$ cat src/rtl/pfx_pkg.sv
package pfx_pkg;
  localparam int BYTE_W  = 8;
  localparam int NGRP    = 5;
  localparam int G_OSZ   = 0;
  localparam int G_ASZ   = 1;
  localparam int G_SEG   = 2;
  localparam int G_LOCK  = 3;
  localparam int G_REP   = 4;

  typedef enum logic [2:0] {
    SEG_NONE = 3'd0, SEG_ES = 3'd1, SEG_CS = 3'd2, SEG_SS = 3'd3,
    SEG_DS = 3'd4, SEG_FS = 3'd5, SEG_GS = 3'd6
  } seg_e;

  typedef enum logic [1:0] {REP_NONE = 2'd0, REP_EQ = 2'd1, REP_NE = 2'd2} rep_e;
  typedef enum logic [1:0] {MD_LEGACY = 2'd0, MD_COMPAT = 2'd1, MD_LONG = 2'd2, MD_ALT = 2'd3} mode_e;
  typedef enum logic [1:0] {OPS_16 = 2'd0, OPS_32 = 2'd1, OPS_64 = 2'd2} ops_e;
endpackage

$ cat src/rtl/pfx_classify.sv
module pfx_classify
  import pfx_pkg::*;
(
  input  logic [BYTE_W-1:0] byte_i,
  output logic              is_pfx,
  output logic [NGRP-1:0]   grp,
  output seg_e              seg,
  output rep_e              rep
);
  always_comb begin
    grp = '0;
    seg = SEG_NONE;
    rep = REP_NONE;
    case (byte_i)
      8'h66: grp[G_OSZ] = 1'b1;
      8'h67: grp[G_ASZ] = 1'b1;
      8'h26: begin grp[G_SEG] = 1'b1; seg = SEG_ES; end
      8'h2E: begin grp[G_SEG] = 1'b1; seg = SEG_CS; end
      8'h36: begin grp[G_SEG] = 1'b1; seg = SEG_SS; end
      8'h3E: begin grp[G_SEG] = 1'b1; seg = SEG_DS; end
      8'h64: begin grp[G_SEG] = 1'b1; seg = SEG_FS; end
      8'h65: begin grp[G_SEG] = 1'b1; seg = SEG_GS; end
      8'hF0: grp[G_LOCK] = 1'b1;
      8'hF3: begin grp[G_REP] = 1'b1; rep = REP_EQ; end
      8'hF2: begin grp[G_REP] = 1'b1; rep = REP_NE; end
      default: ;
    endcase
    is_pfx = |grp;
  end
endmodule

$ cat src/rtl/pfx_accum.sv
module pfx_accum
  import pfx_pkg::*;
(
  input  logic            clk,
  input  logic            rst,
  input  logic            take,
  input  logic            clear,
  input  logic [NGRP-1:0] grp,
  input  seg_e            seg_in,
  input  rep_e            rep_in,
  output logic [NGRP-1:0] seen,
  output logic            viol_q,
  output seg_e            seg_q,
  output rep_e            rep_q
);
  always_ff @(posedge clk) begin
    if (rst || clear) begin
      seen   <= '0;
      viol_q <= 1'b0;
      seg_q  <= SEG_NONE;
      rep_q  <= REP_NONE;
    end else if (take) begin
      seen <= seen | grp;
      if (|(seen & grp)) viol_q <= 1'b1;
      if (grp[G_SEG]) seg_q <= seg_in;
      if (grp[G_REP]) rep_q <= rep_in;
    end
  end

  // a repeated group marks the instruction as violating
  a_r2_dup_flagged: assert property (@(posedge clk) disable iff (rst)
    (take && !clear && |(seen & grp)) |=> viol_q);

  // the terminating byte leaves no collected state behind
  a_r8_clean_after_end: assert property (@(posedge clk) disable iff (rst)
    clear |=> (seen == '0) && !viol_q);
endmodule

$ cat src/rtl/pfx_opsize.sv
module pfx_opsize
  import pfx_pkg::*;
(
  input  mode_e mode,
  input  logic  dbit,
  input  logic  rexw,
  input  logic  osz,
  output ops_e  size
);
  always_comb begin
    if (mode == MD_LONG) begin
      if (rexw)     size = OPS_64;
      else if (osz) size = OPS_16;
      else          size = OPS_32;
    end else begin
      size = (dbit ^ osz) ? OPS_32 : OPS_16;
    end
  end
endmodule

$ cat src/rtl/prefix_scan.sv
module prefix_scan
  import pfx_pkg::*;
(
  input  logic       clk,
  input  logic       rst,
  input  logic       in_valid,
  input  logic [7:0] in_byte,
  input  logic [1:0] mode_i,
  input  logic       dbit_i,
  input  logic       rexw_i,
  output logic       done_o,
  output logic [7:0] opcode_o,
  output logic [2:0] seg_o,
  output logic       lock_o,
  output logic [1:0] rep_o,
  output logic       osz_o,
  output logic       asz_o,
  output logic       viol_o,
  output logic [1:0] opsize_o
);
  logic            is_pfx;
  logic [NGRP-1:0] grp;
  seg_e            seg_c;
  rep_e            rep_c;
  logic [NGRP-1:0] seen;
  logic            viol_q;
  seg_e            seg_q;
  rep_e            rep_q;
  logic            take, ends;
  mode_e           mode;
  seg_e            seg_eff;
  ops_e            size_c;

  assign take = in_valid && is_pfx;
  assign ends = in_valid && !is_pfx;
  assign mode = mode_e'(mode_i);

  pfx_classify u_cls (.byte_i(in_byte), .is_pfx(is_pfx), .grp(grp), .seg(seg_c), .rep(rep_c));

  pfx_accum u_acc (
    .clk(clk), .rst(rst), .take(take), .clear(ends), .grp(grp),
    .seg_in(seg_c), .rep_in(rep_c), .seen(seen), .viol_q(viol_q),
    .seg_q(seg_q), .rep_q(rep_q)
  );

  pfx_opsize u_ops (.mode(mode), .dbit(dbit_i), .rexw(rexw_i), .osz(seen[G_OSZ]), .size(size_c));

  always_comb begin
    seg_eff = seg_q;
    if (mode == MD_LONG && seg_q != SEG_FS && seg_q != SEG_GS) seg_eff = SEG_NONE;
  end

  always_ff @(posedge clk) begin
    if (rst) begin
      done_o   <= 1'b0;
      opcode_o <= '0;
      seg_o    <= '0;
      lock_o   <= 1'b0;
      rep_o    <= '0;
      osz_o    <= 1'b0;
      asz_o    <= 1'b0;
      viol_o   <= 1'b0;
      opsize_o <= '0;
    end else begin
      done_o <= ends;
      if (ends) begin
        opcode_o <= in_byte;
        seg_o    <= seg_eff;
        lock_o   <= seen[G_LOCK];
        rep_o    <= rep_q;
        osz_o    <= seen[G_OSZ];
        asz_o    <= seen[G_ASZ];
        viol_o   <= viol_q;
        opsize_o <= size_c;
      end
    end
  end

  // a strobe only follows an accepted byte
  a_r7_done_after_valid: assert property (@(posedge clk) disable iff (rst)
    done_o |-> $past(in_valid));
  // in 64-bit mode only FS or GS survive
  a_r4_seg_long: assert property (@(posedge clk) disable iff (rst)
    (done_o && $past(mode_i) == 2'd2) |-> (seg_o == 3'd0 || seg_o == 3'd5 || seg_o == 3'd6));
  // wide flag forces 64 bits in 64-bit mode
  a_r5_wide: assert property (@(posedge clk) disable iff (rst)
    (done_o && $past(mode_i) == 2'd2 && $past(rexw_i)) |-> opsize_o == 2'd2);
  // outside 64-bit mode the size is never 64
  a_r6_no_wide: assert property (@(posedge clk) disable iff (rst)
    (done_o && $past(mode_i) != 2'd2) |-> opsize_o != 2'd2);
  // the first cycle after reset carries no strobe
  a_r9_reset_quiet: assert property (@(posedge clk)
    $past(rst) |-> !done_o);
endmodule

$ cat config.mk
export PLATFORM = sky130hd
export DESIGN_NAME = prefix_scan
export DESIGN_NICKNAME = d
export VERILOG_FILES = /design/src/rtl/pfx_pkg.sv /design/src/rtl/pfx_classify.sv /design/src/rtl/pfx_accum.sv /design/src/rtl/pfx_opsize.sv /design/src/rtl/prefix_scan.sv
export SDC_FILE = /design/constraint.sdc
export NUM_CORES = 1
export LEC_CHECK = 0
export ABC_AREA = 1
export BUFFER_PORTS_ARGS = -buffer_cell sky130_fd_sc_hd__buf_2
export CORE_MARGIN = 2
export CORE_UTILIZATION = 30
export CTS_CLUSTER_DIAMETER = 50
export DETAILED_ROUTE_END_ITERATION = 8
export PLACE_DENSITY_LB_ADDON = 0.25
export SLEW_MARGIN = 15
export SYNTH_ARGS = -nofsm -noshare
export SYNTH_HDL_FRONTEND = slang
export SYNTH_SLANG_ARGS = --single-unit
$ cat constraint.sdc
create_clock -name clk -period 1.4 [get_ports clk]
set_input_delay 0.21 -clock clk [delete_from_list [all_inputs] [get_ports clk]]
set_output_delay 0.21 -clock clk [all_outputs]
set_load 0.005 [all_outputs]
Word level (Yosys, flattened, before mapping)
Index checks and enable logic that the tools add are counted.
{"block": "word_totals", "regBits": 31, "inputBits": 15, "output_inout_bits": 20, "word_cells": 55}
{"block": "op_classes", "eq_ne": 14, "muxes": 12, "bitwise_logic": 3, "n_reduce_logical": 13}
{"op": "$eq 8x6->1 const B", "n": 4}
{"op": "$eq 8x7->1 const B", "n": 4}
{"op": "$eq 8x8->1 const B", "n": 3}
{"op": "$pmux 3 s6", "n": 1}
{"op": "$reduce_or 5->1", "n": 2}
{"op": "$mux 1", "n": 7}
{"op": "$ne 3x3->1 const B", "n": 2}
{"op": "$reduce_and 2->1", "n": 3}
{"op": "$reduce_or 6->1", "n": 1}
{"op": "$and 5x5->5", "n": 1}
{"op": "$or 5x5->5", "n": 1}
{"op": "$logic_and 1x1->1", "n": 4}
{"op": "$mux 2", "n": 2}
{"op": "$pmux 2 s2", "n": 1}
{"op": "$mux 3", "n": 1}
{"op": "$eq 2x2->1 const B", "n": 1}
{"op": "$reduce_or 2->1", "n": 1}
{"op": "$logic_not 1->1", "n": 1}
{"op": "$logic_or 1x1->1", "n": 1}
{"op": "$xor 1x1->1", "n": 1}

Longest topological paths before layout
Gate-level depths: netlist of the first run.
{"block": "depth", "ltp_word": 7, "mapped_depth": 11, "mapped_depth_nobuf": 10}

Modules after synthesis
A second synthesis of the first run with hierarchy kept.
{"block": "unflattened", "hier_cells": 229, "hier_area_um2": 1534.0}
{"module": "prefix_scan", "instances": 1, "cells_per_inst": 95, "area_each_um2": 783.3, "seq_area_each_um2": 400.4}
{"module": "pfx_accum", "instances": 1, "cells_per_inst": 60, "area_each_um2": 429.2, "seq_area_each_um2": 220.2}
{"module": "pfx_classify", "instances": 1, "cells_per_inst": 62, "area_each_um2": 271.5, "seq_area_each_um2": 0.0}
{"module": "pfx_opsize", "instances": 1, "cells_per_inst": 12, "area_each_um2": 50.0, "seq_area_each_um2": 0.0}

Least setup slack after synthesis of the first run
Ideal clock, no wire load.
{"block": "synth_path", "path_kind": "input to register", "start": "input in_byte[4]", "end": "register opcode_o[0]", "setup_ns": 0.058, "arrival_time_ns": 1.168, "required_ns": 1.342, "setup_slack_ns": 0.174, "stages": 11, "n_path_buf": 2, "path_cell_list": "inv_1 -> nand2_1 -> nor2_2 -> nand3_2 -> nand2_2 -> nor2_4 -> nand3_4 -> buf_6 -> buf_8 -> nand3_2 -> nand2_1"}
{"block": "synth_between", "elab_chain_len": 6, "word_cells_on_any_way": 21, "cone_classes": "eq/ne: 11; mux: 5; reduce/logical: 5"}
{"item": "from (decl)", "line": "prefix_scan.sv:7", "source": "input logic [7:0] in_byte,"}
{"item": "$eq 8x6->1, or another cell as far along", "line": "pfx_classify.sv:14", "source": "case (byte_i)"}
{"item": "$reduce_or 6->1 (no source line) or $reduce_or 2->1 (tied branches)"}
{"item": "$mux 1", "line": "pfx_classify.sv:14"}
{"item": "$reduce_or 5->1 (*)", "line": "pfx_classify.sv:28", "source": "is_pfx = |grp;"}
{"item": "$logic_not 1->1 (*)", "line": "prefix_scan.sv:35", "source": "assign ends = in_valid && !is_pfx;"}
{"item": "$logic_and 1x1->1 (*)", "line": "prefix_scan.sv:35"}
{"item": "to (signal assigned)", "line": "prefix_scan.sv:67", "source": "opcode_o <= in_byte;"}
{"item": "to (decl)", "line": "prefix_scan.sv:12", "source": "output logic [7:0] opcode_o,"}
Mark *: on every way between the ends. The rest lies on a longest branch, timed or not.
A chain may end at the register's enable or synchronous reset.

Worst setup path in the final report of the first run
{"block": "layout_path", "start": "input in_byte[4]", "end": "register u_acc.seg_q[0]"}
{"block": "layout_between", "elab_chain_len": 7, "word_cells_on_any_way": 25, "cone_classes": "eq/ne: 11; mux: 6; reduce/logical: 8"}
{"item": "$eq 8x6->1, or another cell as far along", "line": "pfx_classify.sv:14"}
{"item": "$reduce_or 6->1 (no source line) or $reduce_or 2->1 (tied branches)"}
{"item": "$mux 1", "line": "pfx_classify.sv:14"}
{"item": "$reduce_or 5->1", "line": "pfx_classify.sv:28"}
{"item": "$logic_not 1->1", "line": "prefix_scan.sv:35"}
{"item": "$logic_and 1x1->1", "line": "prefix_scan.sv:35"}
{"item": "$logic_or 1x1->1", "line": "pfx_accum.sv:17", "source": "if (rst || clear) begin"}
{"item": "to (signal assigned)", "line": "pfx_accum.sv:25", "source": "if (grp[G_SEG]) seg_q <= seg_in;"}
{"item": "to (decl)", "line": "pfx_accum.sv:13", "source": "output seg_e seg_q,"}
Parallel ways exist; a longest one is shown, timed or not.

==> impl_metrics.csv, run 1 <==
group,metric,value,unit
logic_synthesis,synth_edf_count,0,
power_and_ir_drop,power.static_leakage,0.961,nW
cts,cts_made_buffers,5,
grt,grt_max_degree,20,
logic_synthesis,synth_top_area_cell,"dfxtp_1",
detailed_routing,ant_nets,0,
floorplan,initial_core_util,0.313,
logic_synthesis,synth_top_area_frac,0.418,
grt,grt_usage,0.142,
timing,finalHoldWorstSlack,0.139,ns
worst_setup_path,worstSetupPathType,"in2reg",
power_and_ir_drop,power_density,1020,mW/mm^2
floorplan,dieWidth,74.4,um
timing,hold_viol_final,0,
logic_synthesis,yosys_warnings,0,
timing,slew_violations,0,
timing,fin_skew,0.00214,ns
grt,met1_usage,0.194,
detailed_routing,drt_iter0_drc,51,
worst_setup_path,startpoint_type,"input port",
logic_synthesis,synth_cell_types,24,
layout,nNetsFinal,275,
worst_setup_path,path_buf_inv,3,
logic_synthesis,synth_seq_area_share,0.418,
layout,fin_area,0.00198,mm^2
layout,drive_gt1_frac,0.341,
layout,area_growth,33.4,%
cts,cts_tree,"built",
placed_design,gp_congestion,0.788,
floorplan,ioPinCount,35,
grt,grt_pass1_vias,1248,
layout,regArea,621,um^2
worst_setup_path,slowest_delay,0.23,ns
power_and_ir_drop,max-vdd-ir-drop,0.360,mV
worst_setup_path,arrival,1.37,ns
logic_synthesis,synth_area_leaders,"dfxtp_1, nand2_1, nand3_2, nand3_1, nor2_1",
cts,hold_buffers,0,
worst_setup_path,path_delay_family,"simple AND/OR/NAND/NOR gates",
logic_synthesis,yosysMostFrequentCell,"nand2_1",
placed_design,io_buffers,34,
floorplan,rows,25,
detailed_routing,post_drt_wl_per_cell,10.8,um
placed_design,hpwl,2840,um
cts,htree_levels,2,
worst_setup_path,crit_chain,"buf_2 > inv_1 > nand2_1 > nor2_2 > nand3_2 > nand2_2 > nor2_4 > nor2_1 > inv_1 > nand2_1 > a21oi_1",
logic_synthesis,postSynthAreaPerCell,7.25,um^2
cts,clkTransAtPathRegs,0.06,ns
cts,post_cts_buffers,0,
timing,slew_headroom,0.790,
grt,top_usage_layer,"met2",
grt,grt-ovfl-total,0,
cts,cts_resized,0,
layout,fillers,516,
worst_setup_path,end_kind,"register",
placed_design,dp_cells,320,
layout,antennaDiodeCount,0,
logic_synthesis,synth_nets,220,
cts,cts_buffer_depth,2,
layout,multi_input_area,733,um^2
status,outcome,"finished, final reports clean",
logic_synthesis,synth_common_cells,"nand2_1, dfxtp_1, nand3_1, nor2_1, inv_1",
worst_setup_path,path_max_fanout,4,
timing,period_share,0.850,
grt,antenna_found_initial,0,
floorplan,dieArea,0.00553,mm^2
min_path,hold_class,"in2reg",
logic_synthesis,synth_ff_type,"dfxtp_1",
cts,cts-root-buf,"clkbuf_8",
detailed_routing,totalWireLength,3540,um
timing,setup_viol,0,
floorplan,die_y,74.4,um
logic_synthesis,synth_async_sr_flop_share,0,
layout,layoutNonFillerInstCount,328,
timing,tightestPinTransition,0.315,ns
power_and_ir_drop,total_power,0.00203,W
grt,use_met3,0.0488,
timing,rsz0062_at_grt,"no",
worst_setup_path,critical_path.slowest_cell,"nor2_1",
cts,cts.sinks,31,
detailed_routing,firstDrtPassIters,4,
logic_synthesis,syn-instance-count,205,
placed_design,placed_area,0.00187,mm^2
detailed_routing,dr_total_vias,1389,
grt,met2_usage,0.199,
timing,fmax,0.840,GHz
logic_synthesis,syn_area,0.00149,mm^2
worst_setup_path,critical_path_required,1.58,ns
detailed_routing,drc,0,
timing,layout_min_cycle_time,1.19,ns
floorplan,core_area,0.00475,mm^2
grt,grt_pass1_wl,5850,um
logic_synthesis,synth-seq-cells,31,
detailed_routing,via_per_inst,4.23,
flow_run,maxCapViolations,0,
cts,clk_latency,0.28,ns
-- registers in the layout, indices dropped and copies added (netlist names) --
register,flops
opcode_o,8
u_acc.seen,5
seg_o,3
u_acc.seg_q,3
opsize_o,2
rep_o,2
u_acc.rep_q,2
asz_o,1
done_o,1
lock_o,1
osz_o,1
u_acc.viol_q,1
viol_o,1
-- layer usage --
| metal | vias up | share of wire |
|---|---|---|
| met5 | - | 0 |
| met4 | 0 | 0.020 |
| met3 | 7 | 0.052 |
| met2 | 23 | 0.40 |
| met1 | 598 | 0.53 |
| li1 | 761 | - |
-- per-stage QoR --
stage | utilization | setup WS, ns | TNS, ns
floorplan | - | 0.174 | 0
global placement | 0.392 | -0.0960 | -0.841
detailed placement | 0.392 | -0.0778 | -1.13
CTS | 0.417 | 0.221 | 0
global route | 0.417 | 0.0106 | 0
finish | 0.417 | 0.210 | 0
-- final timing paths --
| kind | cells past startpoint | slack, ns | end | start |
|---|---|---|---|---|
| worst max register to register | 4 | 0.44 | seg_o[1] | u_acc.seg_q[0] |
| worst min-delay path | 3 | 0.14 | opcode_o[7] | in_byte[7] |
| worst max-delay path | 11 | 0.21 | u_acc.seg_q[0] | in_byte[4] |
| worst min register to register | 2 | 0.45 | rep_o[1] | u_acc.rep_q[1] |
-- worst reg2reg max path, delay by kind of cell, from the launching register on --
kind	cells	cell delay [ns]
AND/OR/NAND/NOR	3	0.25
flip-flops	1	0.39
AO/OA/AOI/OAI	1	0.27
-- cell families after synthesis --
kind of cell | after synthesis | synth area share
DFF | 31 | 0.418
AOI/OAI and AO/OA | 18 | 0.0640
and+or+nand+nor | 129 | 0.429
buffers and inverters | 27 | 0.0892
-- power breakdown --
group	leakage (nW)	total [W]	switching, W	internal (W)
clock network	0.0612	0.000902	0.000327	0.000575
logic	0.649	0.000217	0.000123	0.0000942
registers	0.252	0.000912	0.0000106	0.000902
total	0.961	0.00203	0.000460	0.00157
-- cell type report --
type                       count  area share
tap                           67      0.0423
sequential                    31       0.313
inverter                      20      0.0379
clock inverter                 2      0.0177
multi-input combinational    147       0.370
clock buffer                   6      0.0416
timing repair buffer          55       0.178
-- cells in the final DEF, fill, tap and decap left out, types with 5 or more instances in the layout --
master | Yosys | final
nor2_2 | 5 | 5
nor2_1 | 17 | 17
nand3_2 | 11 | 11
a21oi_1 | 12 | 12
buf_4 | 3 | 19
dfxtp_1 | 31 | 31
clkbuf_8 | 0 | 6
nand3_1 | 18 | 18
buf_2 | 1 | 34
nand2_1 | 66 | 66
inv_1 | 16 | 16
Note: power is estimated with default switching activity, not from simulation.
==> inputs of run 2 (changes only) <==
--- a/config.mk
+++ b/config.mk
@@ -7,6 +7,8 @@
 export LEC_CHECK = 0
 export ABC_AREA = 1
 export BUFFER_PORTS_ARGS = -buffer_cell sky130_fd_sc_hd__buf_2
+export CELL_PAD_IN_SITES_DETAIL_PLACEMENT = 0
+export CELL_PAD_IN_SITES_GLOBAL_PLACEMENT = 1
 export CORE_MARGIN = 2
 export CORE_UTILIZATION = 30
 export CTS_CLUSTER_DIAMETER = 50
==> run 2 against run 1 <==
Compared with the run above: register-to-register slack barely moved; maximum frequency is 0.33% lower; power decreased by 10%; combinational power barely moved; count of clock-buffer cells in the layout stayed put; sequential share of layout area grew 0.44 points; worst hold slack improved by 0.036 ns; clock skew is 0.0026 ns higher.
==> impl_metrics.csv, run 2 (synthesized netlist as in run 1, its figures left out) <==
group,metric,value,unit
detailed_routing,drt_iter0_drc,69,
detailed_routing,totalWireLength,3620,um
worst_setup_path,endpoint,"u_acc.seg_q[2]",
worst_setup_path,timing.rr.start,"u_acc.seg_q[1]",
timing,finalHoldWorstSlack,0.174,ns
timing,layout_min_cycle_time,1.19,ns
grt,antenna_found_initial,0,
layout,reg.largest.list,"opcode_o: 8 flops, u_acc.seen: 5 flops",
timing,setup_viol,0,
layout,layout_common_cells,"nand2_1, buf_2, dfxtp_1",
grt,grt_pass1_wl,6170,um
power_and_ir_drop,p_seq_frac,0.500,
placed_design,placed_area,0.00187,mm^2
status,outcome,"finished, final reports clean",
worst_setup_path,cp.depth,11,
grt,grt-ovfl-total,0,
worst_setup_path,rrSetupSlack,0.44,ns
layout,area_growth,31.6,%
timing,period_share,0.853,
power_and_ir_drop,p_int,0.00138,W
worst_setup_path,critical_path_required,1.57,ns
cts,cts_buffer_depth,2,
cts,clk_latency,0.28,ns
cts,hold_buffers,0,
worst_setup_path,reg2reg_to,"seg_o[1]",
power_and_ir_drop,power.static_leakage,0.951,nW
placed_design,gp_congestion,0.810,
detailed_routing,firstDrtPassIters,4,
worst_setup_path,arrival,1.37,ns
detailed_routing,post_drt_wl_per_cell,11.0,um
cts,post_cts_buffers,0,
timing,slew_violations,0,
detailed_routing,ant_nets,0,
flow_run,maxCapViolations,0,
timing,tightestPinTransition,0.311,ns
timing,rsz0062_at_grt,"no",
floorplan,core_area,0.00475,mm^2
layout,top_register,"opcode_o",
placed_design,pre_cts_slack,-0.0941,ns
cts,cts_resized,0,
cts,cts_tree,"built",
grt,grt_max_degree,21,
power_and_ir_drop,p_clk_frac,0.383,
cts,htree_levels,2,
placed_design,hpwl,2850,um
layout,nNetsFinal,277,
layout,regArea,621,um^2
grt,grt_pass1_vias,1383,
worst_setup_path,path_max_fanout,4,
layout,layoutNonFillerInstCount,329,
cts,cts.sinks,31,
worst_setup_path,critical_path.slowest_cell,"nor2_1",
detailed_routing,via_per_inst,4.31,
timing,fin_setup_tns,0,ns
floorplan,ioPinCount,35,
worst_setup_path,end_kind,"register",
layout,antennaDiodeCount,0,
timing,fin_skew,0.00472,ns
cts,clkTransAtPathRegs,0.07,ns
floorplan,initial_core_util,0.313,
layout,fillers,541,
power_and_ir_drop,switching_share,0.245,
grt,grt_usage,0.149,
cts,cts_made_buffers,5,
worst_setup_path,slowest_delay,0.23,ns
worst_setup_path,path_buf_inv,3,
floorplan,rows,25,
power_and_ir_drop,max-vdd-ir-drop,0.390,mV
floorplan,dieWidth,74.4,um
min_path,hold_class,"in2reg",
detailed_routing,dr_total_vias,1419,
layout,largest_reg_flops,8,
timing,slew_headroom,0.790,
layout,multi_input_area,733,um^2
detailed_routing,drc,0,
power_and_ir_drop,netSwitchingPower,0.000447,W
worst_setup_path,r2r_cells,5,
layout,drive_gt1_frac,0.344,
layout,fin_area,0.00196,mm^2
worst_setup_path,worstSetupPathType,"in2reg",
timing,fmax,0.837,GHz
worst_setup_path,path_delay_family,"simple AND/OR/NAND/NOR gates",
timing,hold_viol_final,0,
floorplan,die_y,74.4,um
placed_design,io_buffers,34,
power_and_ir_drop,power_density,934,mW/mm^2
worst_setup_path,crit_start,"in_byte[4]",
worst_setup_path,startpoint_type,"input port",
layout,mostFrequentLayoutCell,"nand2_1",
power_and_ir_drop,combPwrFrac,0.118,
worst_setup_path,crit_chain,"buf_2 > inv_1 > nand2_1 > nor2_2 > nand3_2 > nand2_2 > nor2_4 > nor2_1 > inv_1 > nand2_1 > a21oi_1",
cts,cts-root-buf,"clkbuf_8",
timing,worst_slack,0.206,ns
placed_design,dp_cells,322,
floorplan,dieArea,0.00553,mm^2
## run 2: worst min-delay path: stages
cell	delay, ns
buf_2	0.11
nand2_1	0.06
nand2_1	0.05
## run 2: worst min path at each step
stage	start	end	slack, ns	cells past startpoint
floorplan	in_byte[0]	opcode_o[0]	0.31	2
global placement	u_acc.seen[4]	u_acc.seen[4]	0.44	2
detailed placement	u_acc.viol_q	u_acc.viol_q	0.44	2
CTS	in_byte[7]	opcode_o[7]	0.17	3
global route	in_byte[7]	opcode_o[7]	0.20	3
finish	in_byte[7]	opcode_o[7]	0.17	3
## run 2: stage by stage
stage / utilization / total power [W]
5_1_grt: 0.411 / 0.00191
6_report: 0.411 / 0.00183
3_5_place_dp: 0.393 / 0.00115
2_1_floorplan: - / 0.00104
4_1_cts: 0.411 / 0.00186
3_3_place_gp: 0.393 / 0.00115
## run 2: layout make-up
cell class              count  area share
clock buffers               6      0.0422
clock inverters             1     0.00256
inverters                  20      0.0384
multi-input cells         147       0.375
flip-flops and latches     31       0.317
well taps                  67      0.0429
repair buffers             57       0.182
## run 2: power by group through the flow
stage                     logic, W  clock network (W)  registers, W
after global placement    0.000218                  0      0.000932
after global routing      0.000242           0.000755      0.000914
after floorplan           0.000109                  0      0.000934
after CTS                 0.000218           0.000727      0.000912
after detailed placement  0.000217                  0      0.000932
final                     0.000215           0.000699      0.000912
## run 2: per-layer routing
layer / global-route usage / vias to the layer above / share of wire / routed length (um)
li1: - / 761 / - / -
met1: 0.184 / 619 / 0.46 / 1650
met2: 0.241 / 32 / 0.48 / 1730
met3: 0.0407 / 7 / 0.046 / 166
met4: 0.0734 / 0 / 0.018 / 65
met5: 0 / - / 0 / 0
